--- config.mk ---
export PLATFORM = sky130hd
export DESIGN_NAME = irq_event_router
export DESIGN_NICKNAME = d
export VERILOG_FILES = /design/src/rtl/irq_router_pkg.sv /design/src/rtl/irq_src_pq.sv /design/src/rtl/irq_route_table.sv /design/src/rtl/irq_evq_ctrl.sv /design/src/rtl/irq_event_router.sv
export SDC_FILE = /design/constraint.sdc
export NUM_CORES = 1
export LEC_CHECK = 0
export BUFFER_PORTS_ARGS = -buffer_cell sky130_fd_sc_hd__clkbuf_2
export CAP_MARGIN = 20
export CELL_PAD_IN_SITES_DETAIL_PLACEMENT = 0
export CELL_PAD_IN_SITES_GLOBAL_PLACEMENT = 2
export CORE_UTILIZATION = 42
export DETAILED_ROUTE_END_ITERATION = 8
export PLACE_DENSITY_LB_ADDON = 0.08
export SLEW_MARGIN = 0
export SYNTH_ARGS = -nofsm -noshare
export SYNTH_HDL_FRONTEND = slang
export SYNTH_SLANG_ARGS = --single-unit
--- constraint.sdc ---
create_clock -name clk -period 9.02 [get_ports clk]
set_clock_uncertainty 0.05 [all_clocks]
set_input_delay 1.353 -clock clk [delete_from_list [all_inputs] [get_ports clk]]
set_output_delay 1.353 -clock clk [all_outputs]
set_load 0.05 [all_outputs]
--- src/rtl/irq_router_pkg.sv ---
package irq_router_pkg;

  typedef enum logic [1:0] {
    OP_ROUTE = 2'd0,
    OP_PQSET = 2'd1,
    OP_EOI   = 2'd2,
    OP_QCFG  = 2'd3
  } cfg_op_e;

  localparam logic [1:0] ST_READY  = 2'b00;
  localparam logic [1:0] ST_OFF    = 2'b01;
  localparam logic [1:0] ST_PEND   = 2'b10;
  localparam logic [1:0] ST_QUEUED = 2'b11;

  localparam int F_EISN_LO = 0;
  localparam int F_CPU_LO  = 16;
  localparam int F_PRIO_LO = 24;
  localparam int F_MASK    = 31;
  localparam int F_QLOG_W  = 4;

endpackage

--- src/rtl/irq_src_pq.sv ---
module irq_src_pq
  import irq_router_pkg::*;
#(
  parameter bit IS_LSI = 1'b0
) (
  input  logic       clk,
  input  logic       rst_n,
  input  logic       trig,
  input  logic       eoi,
  input  logic       st_we,
  input  logic [1:0] st_wdata,
  input  logic       masked,
  output logic [1:0] st,
  output logic       fwd
);

  logic [1:0] st_q, st_d;

  always_comb begin
    st_d = st_q;
    fwd  = 1'b0;
    if (st_we) begin
      st_d = st_wdata;
    end else if (trig && !masked) begin
      case (st_q)
        ST_READY: begin
          st_d = ST_PEND;
          fwd  = 1'b1;
        end
        ST_PEND:  st_d = IS_LSI ? ST_PEND : ST_QUEUED;
        default:  st_d = st_q;
      endcase
    end else if (eoi) begin
      case (st_q)
        ST_PEND:   st_d = ST_READY;
        ST_QUEUED: begin
          st_d = ST_PEND;
          fwd  = !masked;
        end
        default:   st_d = st_q;
      endcase
    end
  end

  always_ff @(posedge clk) begin
    if (!rst_n) st_q <= ST_OFF;
    else        st_q <= st_d;
  end

  assign st = st_q;

endmodule

--- src/rtl/irq_route_table.sv ---
module irq_route_table
  import irq_router_pkg::*;
#(
  parameter int NUM_SRC = 8,
  parameter int SRC_W   = 3,
  parameter int CPU_W   = 1,
  parameter int PRIO_W  = 2,
  parameter int EISN_W  = 16
) (
  input  logic              clk,
  input  logic              rst_n,
  input  logic              we,
  input  logic [SRC_W-1:0]  wsel,
  input  logic [31:0]       wdata,
  input  logic [SRC_W-1:0]  rsel,
  output logic [CPU_W-1:0]  r_cpu,
  output logic [PRIO_W-1:0] r_prio,
  output logic [EISN_W-1:0] r_eisn,
  output logic [NUM_SRC-1:0] mask_vec
);

  logic [CPU_W-1:0]  cpu_q  [NUM_SRC];
  logic [PRIO_W-1:0] prio_q [NUM_SRC];
  logic [EISN_W-1:0] eisn_q [NUM_SRC];
  logic [NUM_SRC-1:0] mask_q;

  for (genvar i = 0; i < NUM_SRC; i++) begin : g_ent
    always_ff @(posedge clk) begin
      if (!rst_n) begin
        cpu_q[i]  <= '0;
        prio_q[i] <= '0;
        eisn_q[i] <= '0;
        mask_q[i] <= 1'b1;
      end else if (we && wsel == SRC_W'(i)) begin
        cpu_q[i]  <= wdata[F_CPU_LO +: CPU_W];
        prio_q[i] <= wdata[F_PRIO_LO +: PRIO_W];
        eisn_q[i] <= wdata[F_EISN_LO +: EISN_W];
        mask_q[i] <= wdata[F_MASK];
      end
    end
  end

  assign r_cpu    = cpu_q[rsel];
  assign r_prio   = prio_q[rsel];
  assign r_eisn   = eisn_q[rsel];
  assign mask_vec = mask_q;

endmodule

--- src/rtl/irq_evq_ctrl.sv ---
module irq_evq_ctrl #(
  parameter int QLOG_MAX = 4,
  parameter int LOG_W    = 3
) (
  input  logic                clk,
  input  logic                rst_n,
  input  logic                cfg_we,
  input  logic [LOG_W-1:0]    cfg_log2,
  input  logic                push,
  output logic [QLOG_MAX-1:0] idx,
  output logic                gen
);

  localparam logic [LOG_W-1:0]    QMAX_L   = LOG_W'(QLOG_MAX);
  localparam logic [QLOG_MAX-1:0] ALL_ONES = '1;

  logic [LOG_W-1:0]    log2_q;
  logic [QLOG_MAX-1:0] idx_q;
  logic                gen_q;
  logic [QLOG_MAX-1:0] last_idx;

  assign last_idx = ALL_ONES >> (QMAX_L - log2_q);

  always_ff @(posedge clk) begin
    if (!rst_n) begin
      log2_q <= QMAX_L;
      idx_q  <= '0;
      gen_q  <= 1'b1;
    end else if (cfg_we) begin
      log2_q <= cfg_log2;
      idx_q  <= '0;
      gen_q  <= 1'b1;
    end else if (push) begin
      if (idx_q == last_idx) begin
        idx_q <= '0;
        gen_q <= ~gen_q;
      end else begin
        idx_q <= idx_q + 1'b1;
      end
    end
  end

  assign idx = idx_q;
  assign gen = gen_q;

endmodule

--- src/rtl/irq_event_router.sv ---
module irq_event_router
  import irq_router_pkg::*;
#(
  parameter int NUM_SRC  = 8,
  parameter int NUM_CPU  = 2,
  parameter int NUM_PRIO = 4,
  parameter int EISN_W   = 16,
  parameter int QLOG_MAX = 4,
  parameter logic [NUM_SRC-1:0] LSI_MAP = 8'h80,
  localparam int SRC_W  = $clog2(NUM_SRC),
  localparam int CPU_W  = (NUM_CPU > 1) ? $clog2(NUM_CPU) : 1,
  localparam int PRIO_W = (NUM_PRIO > 1) ? $clog2(NUM_PRIO) : 1,
  localparam int NUM_Q  = NUM_CPU * NUM_PRIO,
  localparam int QID_W  = CPU_W + PRIO_W,
  localparam int SEL_W  = (SRC_W > QID_W) ? SRC_W : QID_W
) (
  input  logic              clk,
  input  logic              rst_n,
  input  logic              trig_valid,
  output logic              trig_ready,
  input  logic [SRC_W-1:0]  trig_src,
  input  logic              cfg_en,
  input  logic [1:0]        cfg_op,
  input  logic [SEL_W-1:0]  cfg_sel,
  input  logic [31:0]       cfg_data,
  output logic              evq_we,
  output logic [QID_W-1:0]  evq_qid,
  output logic [QLOG_MAX-1:0] evq_idx,
  output logic [31:0]       evq_word,
  output logic              notify_valid,
  output logic [CPU_W-1:0]  notify_cpu,
  output logic [PRIO_W-1:0] notify_prio
);

  localparam int LOG_W = $clog2(QLOG_MAX + 1);
  localparam int PAD_W = 31 - EISN_W;

  logic is_route, is_pqset, is_eoi, is_qcfg, trig_fire;
  logic [SRC_W-1:0] act_src;
  logic [SRC_W-1:0] sel_src;
  logic [QID_W-1:0] sel_q;

  assign trig_ready = !cfg_en;
  assign trig_fire  = trig_valid && trig_ready;
  assign is_route   = cfg_en && (cfg_op == OP_ROUTE);
  assign is_pqset   = cfg_en && (cfg_op == OP_PQSET);
  assign is_eoi     = cfg_en && (cfg_op == OP_EOI);
  assign is_qcfg    = cfg_en && (cfg_op == OP_QCFG);
  assign sel_src    = cfg_sel[SRC_W-1:0];
  assign sel_q      = cfg_sel[QID_W-1:0];
  assign act_src    = is_eoi ? sel_src : trig_src;

  // Routing entries
  logic [CPU_W-1:0]   r_cpu;
  logic [PRIO_W-1:0]  r_prio;
  logic [EISN_W-1:0]  r_eisn;
  logic [NUM_SRC-1:0] mask_vec;

  irq_route_table #(
    .NUM_SRC(NUM_SRC), .SRC_W(SRC_W), .CPU_W(CPU_W),
    .PRIO_W(PRIO_W), .EISN_W(EISN_W)
  ) u_route (
    .clk(clk), .rst_n(rst_n),
    .we(is_route), .wsel(sel_src), .wdata(cfg_data),
    .rsel(act_src),
    .r_cpu(r_cpu), .r_prio(r_prio), .r_eisn(r_eisn),
    .mask_vec(mask_vec)
  );

  // Per-source coalescing state
  logic [2*NUM_SRC-1:0] pq_flat;
  logic [NUM_SRC-1:0]   fwd_vec;

  for (genvar i = 0; i < NUM_SRC; i++) begin : g_src
    logic [1:0] st_i;
    irq_src_pq #(.IS_LSI(LSI_MAP[i])) u_pq (
      .clk(clk), .rst_n(rst_n),
      .trig(trig_fire && trig_src == SRC_W'(i)),
      .eoi(is_eoi && sel_src == SRC_W'(i)),
      .st_we(is_pqset && sel_src == SRC_W'(i)),
      .st_wdata(cfg_data[1:0]),
      .masked(mask_vec[i]),
      .st(st_i),
      .fwd(fwd_vec[i])
    );
    assign pq_flat[2*i +: 2] = st_i;
  end

  logic push;
  logic [QID_W-1:0] push_qid;
  assign push     = |fwd_vec;
  assign push_qid = {r_cpu, r_prio};

  // Queue size clamp for setup operation
  logic [F_QLOG_W-1:0] qlog_req;
  logic [LOG_W-1:0]    qlog_eff;
  assign qlog_req = cfg_data[F_QLOG_W-1:0];
  assign qlog_eff = (qlog_req > F_QLOG_W'(QLOG_MAX)) ? LOG_W'(QLOG_MAX)
                                                      : LOG_W'(qlog_req);

  // Per-queue index and toggle
  logic [QLOG_MAX-1:0] idx_arr [NUM_Q];
  logic [NUM_Q-1:0]    gen_vec;

  for (genvar k = 0; k < NUM_Q; k++) begin : g_q
    irq_evq_ctrl #(.QLOG_MAX(QLOG_MAX), .LOG_W(LOG_W)) u_q (
      .clk(clk), .rst_n(rst_n),
      .cfg_we(is_qcfg && sel_q == QID_W'(k)),
      .cfg_log2(qlog_eff),
      .push(push && push_qid == QID_W'(k)),
      .idx(idx_arr[k]),
      .gen(gen_vec[k])
    );
  end

  logic [31:0] word_d;
  assign word_d = {gen_vec[push_qid], {PAD_W{1'b0}}, r_eisn};

  // Output stage
  always_ff @(posedge clk) begin
    if (!rst_n) begin
      evq_we       <= 1'b0;
      notify_valid <= 1'b0;
      evq_qid      <= '0;
      evq_idx      <= '0;
      evq_word     <= '0;
      notify_cpu   <= '0;
      notify_prio  <= '0;
    end else begin
      evq_we       <= push;
      notify_valid <= push;
      if (push) begin
        evq_qid     <= push_qid;
        evq_idx     <= idx_arr[push_qid];
        evq_word    <= word_d;
        notify_cpu  <= r_cpu;
        notify_prio <= r_prio;
      end
    end
  end

endmodule

==> results_dict.tcl <==
set metrics [dict create \
    num-fill-cells 2979 \
    wirelength_microns 39200 \
    fin_util_pct 48.1 \
    regToRegEndpoint "g_q[2].u_q.idx[3]$_SDFFE_PP0P_" \
    setup_viol 0 \
    grt_max_degree 128 \
    synth-main-ff-cell "edfxtp_1" \
    reg2reg_depth 9 \
    vias 10600 \
    drt_pass1_iterations 7 \
    worstHoldStart "g_q[6].u_q.log2_q[1]$_SDFFE_PN0P_" \
    crit_path_start "cfg_op[0]" \
    ctsResizeCount 0 \
    critPathArrivalTime_ns 4.81 \
    synth_edf_count 151 \
    die_x_microns 182 \
    finalSetupTns_ns 0 \
    area_growth_pct 12.4 \
    nNetsFinal 1493 \
    rsz0062_at_grt "no" \
    h-tree-depth 1 \
    power_density_nw_per_um2 188 \
    track_usage_pct 24.1 \
    async_flop_share_pct 0 \
    fin_crit_sh_pct 48.6 \
    drive_gt1_share_pct 13.3 \
    antenna_found_initial 1 \
    crit_path_max_fanout 39 \
    die_height_microns 182 \
    io_pins 89 \
    ys_seq_elements 265 \
    maxSlewViolCount 0 \
    syn_area_sq_um 13500 \
    wl_per_cell_microns 21.2 \
    hold_viol 0 \
    critPathCaptureType "flip-flop" \
    rrSetupSlack_ns 5.76 \
    mostFrequentLayoutCell "nand2_1" \
    coreArea_sq_um 31600 \
    cp-start-kind "input port" \
    run_status "complete, no violations" \
    avgViaCountPerCell 5.74 \
    post_cts.repair.setup_buffers 0 \
    grt-ovfl-total 0 \
    clkSinkCount 265 \
    slowest_delay_ns 0.55 \
    reg2reg_from "u_route.mask_vec[1]$_SDFFE_PN1P_" \
    num_rows 65 \
    syn_area_per_cell_sq_um 9.73 \
    initial_utilization_pct 42.8 \
    vdd_ir_drop_max_mv 0.142 \
    postRouteAntennaNets 0 \
    root_buffer "clkbuf_16" \
    gp_congestion 0.793 \
    cp.required_ns 9.45 \
    path_class "in -> reg" \
    ys_types 69 \
    min_path_type "reg -> reg" \
    hold_depth 2 \
    power_leakage_uw 0.00591 \
    numCtsBuffers 31 \
    power_uw 2870 \
    maxClockFrequency_ghz 0.228 \
    final_cell_mix "nand2_1, edfxtp_1, and3_1" \
    grt_pass1_wl_microns 60700 \
    tightest_slew_ns 1.07 \
    ctsLongestPathBuffers 3 \
    dieArea_sq_um 33000 \
    place_hpwl_microns 23100 \
    drt_iter0_drc 671 \
    cap_violations 0 \
    ctsHoldBuffers 0 \
    yosysWarnings 0 \
    drc 0 \
    ys_seq_area_share_pct 50.4 \
    grt_pass1_vias 10300 \
    min_period_ns 4.38 \
    slowest_stage "or4_1" \
    cts_tree "yes" \
    min_to "g_q[6].u_q.log2_q[1]$_SDFFE_PN0P_" \
    max_slew_margin_pct 28.4 \
    port_buffers 61 \
    path_cells "clkbuf_2 > nand3b_4 > mux2i_4 > buf_4 > buf_4 > a21oi_1 > a32oi_1 > mux2_4 > nand4_4 > or4_1 > a21oi_1" \
    syn_inst 1391 \
    insertion_delay_ns 0.57 \
    cts.clk_slew.worst_paths_ns 0.06 \
]
per-layer routing:
metal  wire (microns)  up-vias  GRT usage, %
li1                 -     5136             -
met1            18200     5120          33.9
met2            18300      274          39.5
met4              988        0          6.47
met3             1770       63          2.55
met5                0        -             0
cell families (layout without fill, tap and decap cells):
kind of cell,Yosys count,after routing,share of synthesized area (%)
compound gates,212,212,10.5
xor+xnor,24,24,1.55
fa+ha+maj,32,32,2.96
buf+inv,143,180,4.78
flops,265,265,50.4
mux,29,29,2.66
other cells,1,16,0.0277
simple gates,685,685,27.1
stage by stage:
step,std cells,instance area [sq um],setup WS (ns),hold WS (ns)
3_3_place_gp,1786,14200,4.07,0.397
4_1_cts,1844,15200,4.62,0.408
3_5_place_dp,1786,14200,4.02,0.400
6_report,1845,15200,4.64,0.408
5_1_grt,1844,15200,4.39,0.424
2_1_floorplan,1405,13600,4.68,0.386
critical path: cells and delay by family:
family	cells	cell delay (ns)
buffers and inverters	3	1.05
and+or+nand+nor	3	1.03
muxes	2	0.69
AOI/OAI and AO/OA	3	0.64
area by class of cell:
class | count | area, sq um | share of cell area, %
Antenna cell | 1 | 2.50 | 0.0164
Clock buffer | 42 | 837 | 5.50
Clock inverter | 16 | 205 | 1.35
Inverter | 34 | 128 | 0.839
Multi-Input combinational cell | 997 | 6210 | 40.8
Sequential cell | 265 | 6820 | 44.8
Tap cell | 402 | 503 | 3.31
Timing Repair Buffer | 88 | 508 | 3.34
Yosys cell counts, drive strengths merged (3+ instances only):
master	instances	share of area, %
nand3b	3	0.26
a31oi	12	0.55
and2	27	1.2
nand2b	4	0.18
nand4b	4	0.26
dfxtp	114	17
a21oi	54	2.1
or4b	5	0.37
nor3b	6	0.37
or4	8	0.44
o2111ai	3	0.19
edfxtp	151	33
nand3	82	3.1
nand2	218	6.2
a221o	3	0.24
nor4b	16	1.0
ha	32	3.0
a32oi	4	0.31
a311o	16	1.2
or2	4	0.18
or3b	4	0.26
a22oi	4	0.22
clkbuf	79	2.2
o21ai	60	2.2
o32a	5	0.37
mux2i	12	1.2
or3	22	1.0
a311oi	17	1.1
nor4	9	0.42
nor2	74	2.1
inv	34	0.94
buf	30	1.6
nor3	28	1.1
xnor2	24	1.6
and3	146	6.7
o211ai	16	0.89
a211oi	3	0.17
mux2	17	1.5
nand4	21	1.7
where the power goes:
group | internal, uW | leakage (uW) | switching [uW]
Combinational | 64.4 | 0.00305 | 192
Sequential | 1320 | 0.00236 | 11.3
Clock | 788 | 0.000497 | 497
flip-flops by register name, summed over array words and instances, names as in the netlist:
name / cells
u_route.eisn_q: 128
g_q.u_q.gen: 8
g_q.u_q.log2_q: 24
g_q.u_q.idx: 32
notify_valid: 1
evq_word: 17
evq_qid: 3
u_route.prio_q: 16
u_route.cpu_q: 8
g_src.u_pq.st: 16
evq_idx: 4
u_route.mask_vec: 8
how the worst max path moves through the flow:
stage                                     end  slack [ns]
4_1_cts        g_q[1].u_q.idx[3]$_SDFFE_PP0P_        4.62
5_1_grt        g_q[5].u_q.idx[3]$_SDFFE_PP0P_        4.39
3_3_place_gp   g_q[1].u_q.idx[3]$_SDFFE_PP0P_        4.07
3_5_place_dp   g_q[1].u_q.idx[3]$_SDFFE_PP0P_        4.02
2_1_floorplan      u_route.cpu_q[1]$_DFFE_PP_        4.68
6_report       g_q[1].u_q.idx[3]$_SDFFE_PP0P_        4.64
No activity file was read; power rests on OpenSTA's default activity.
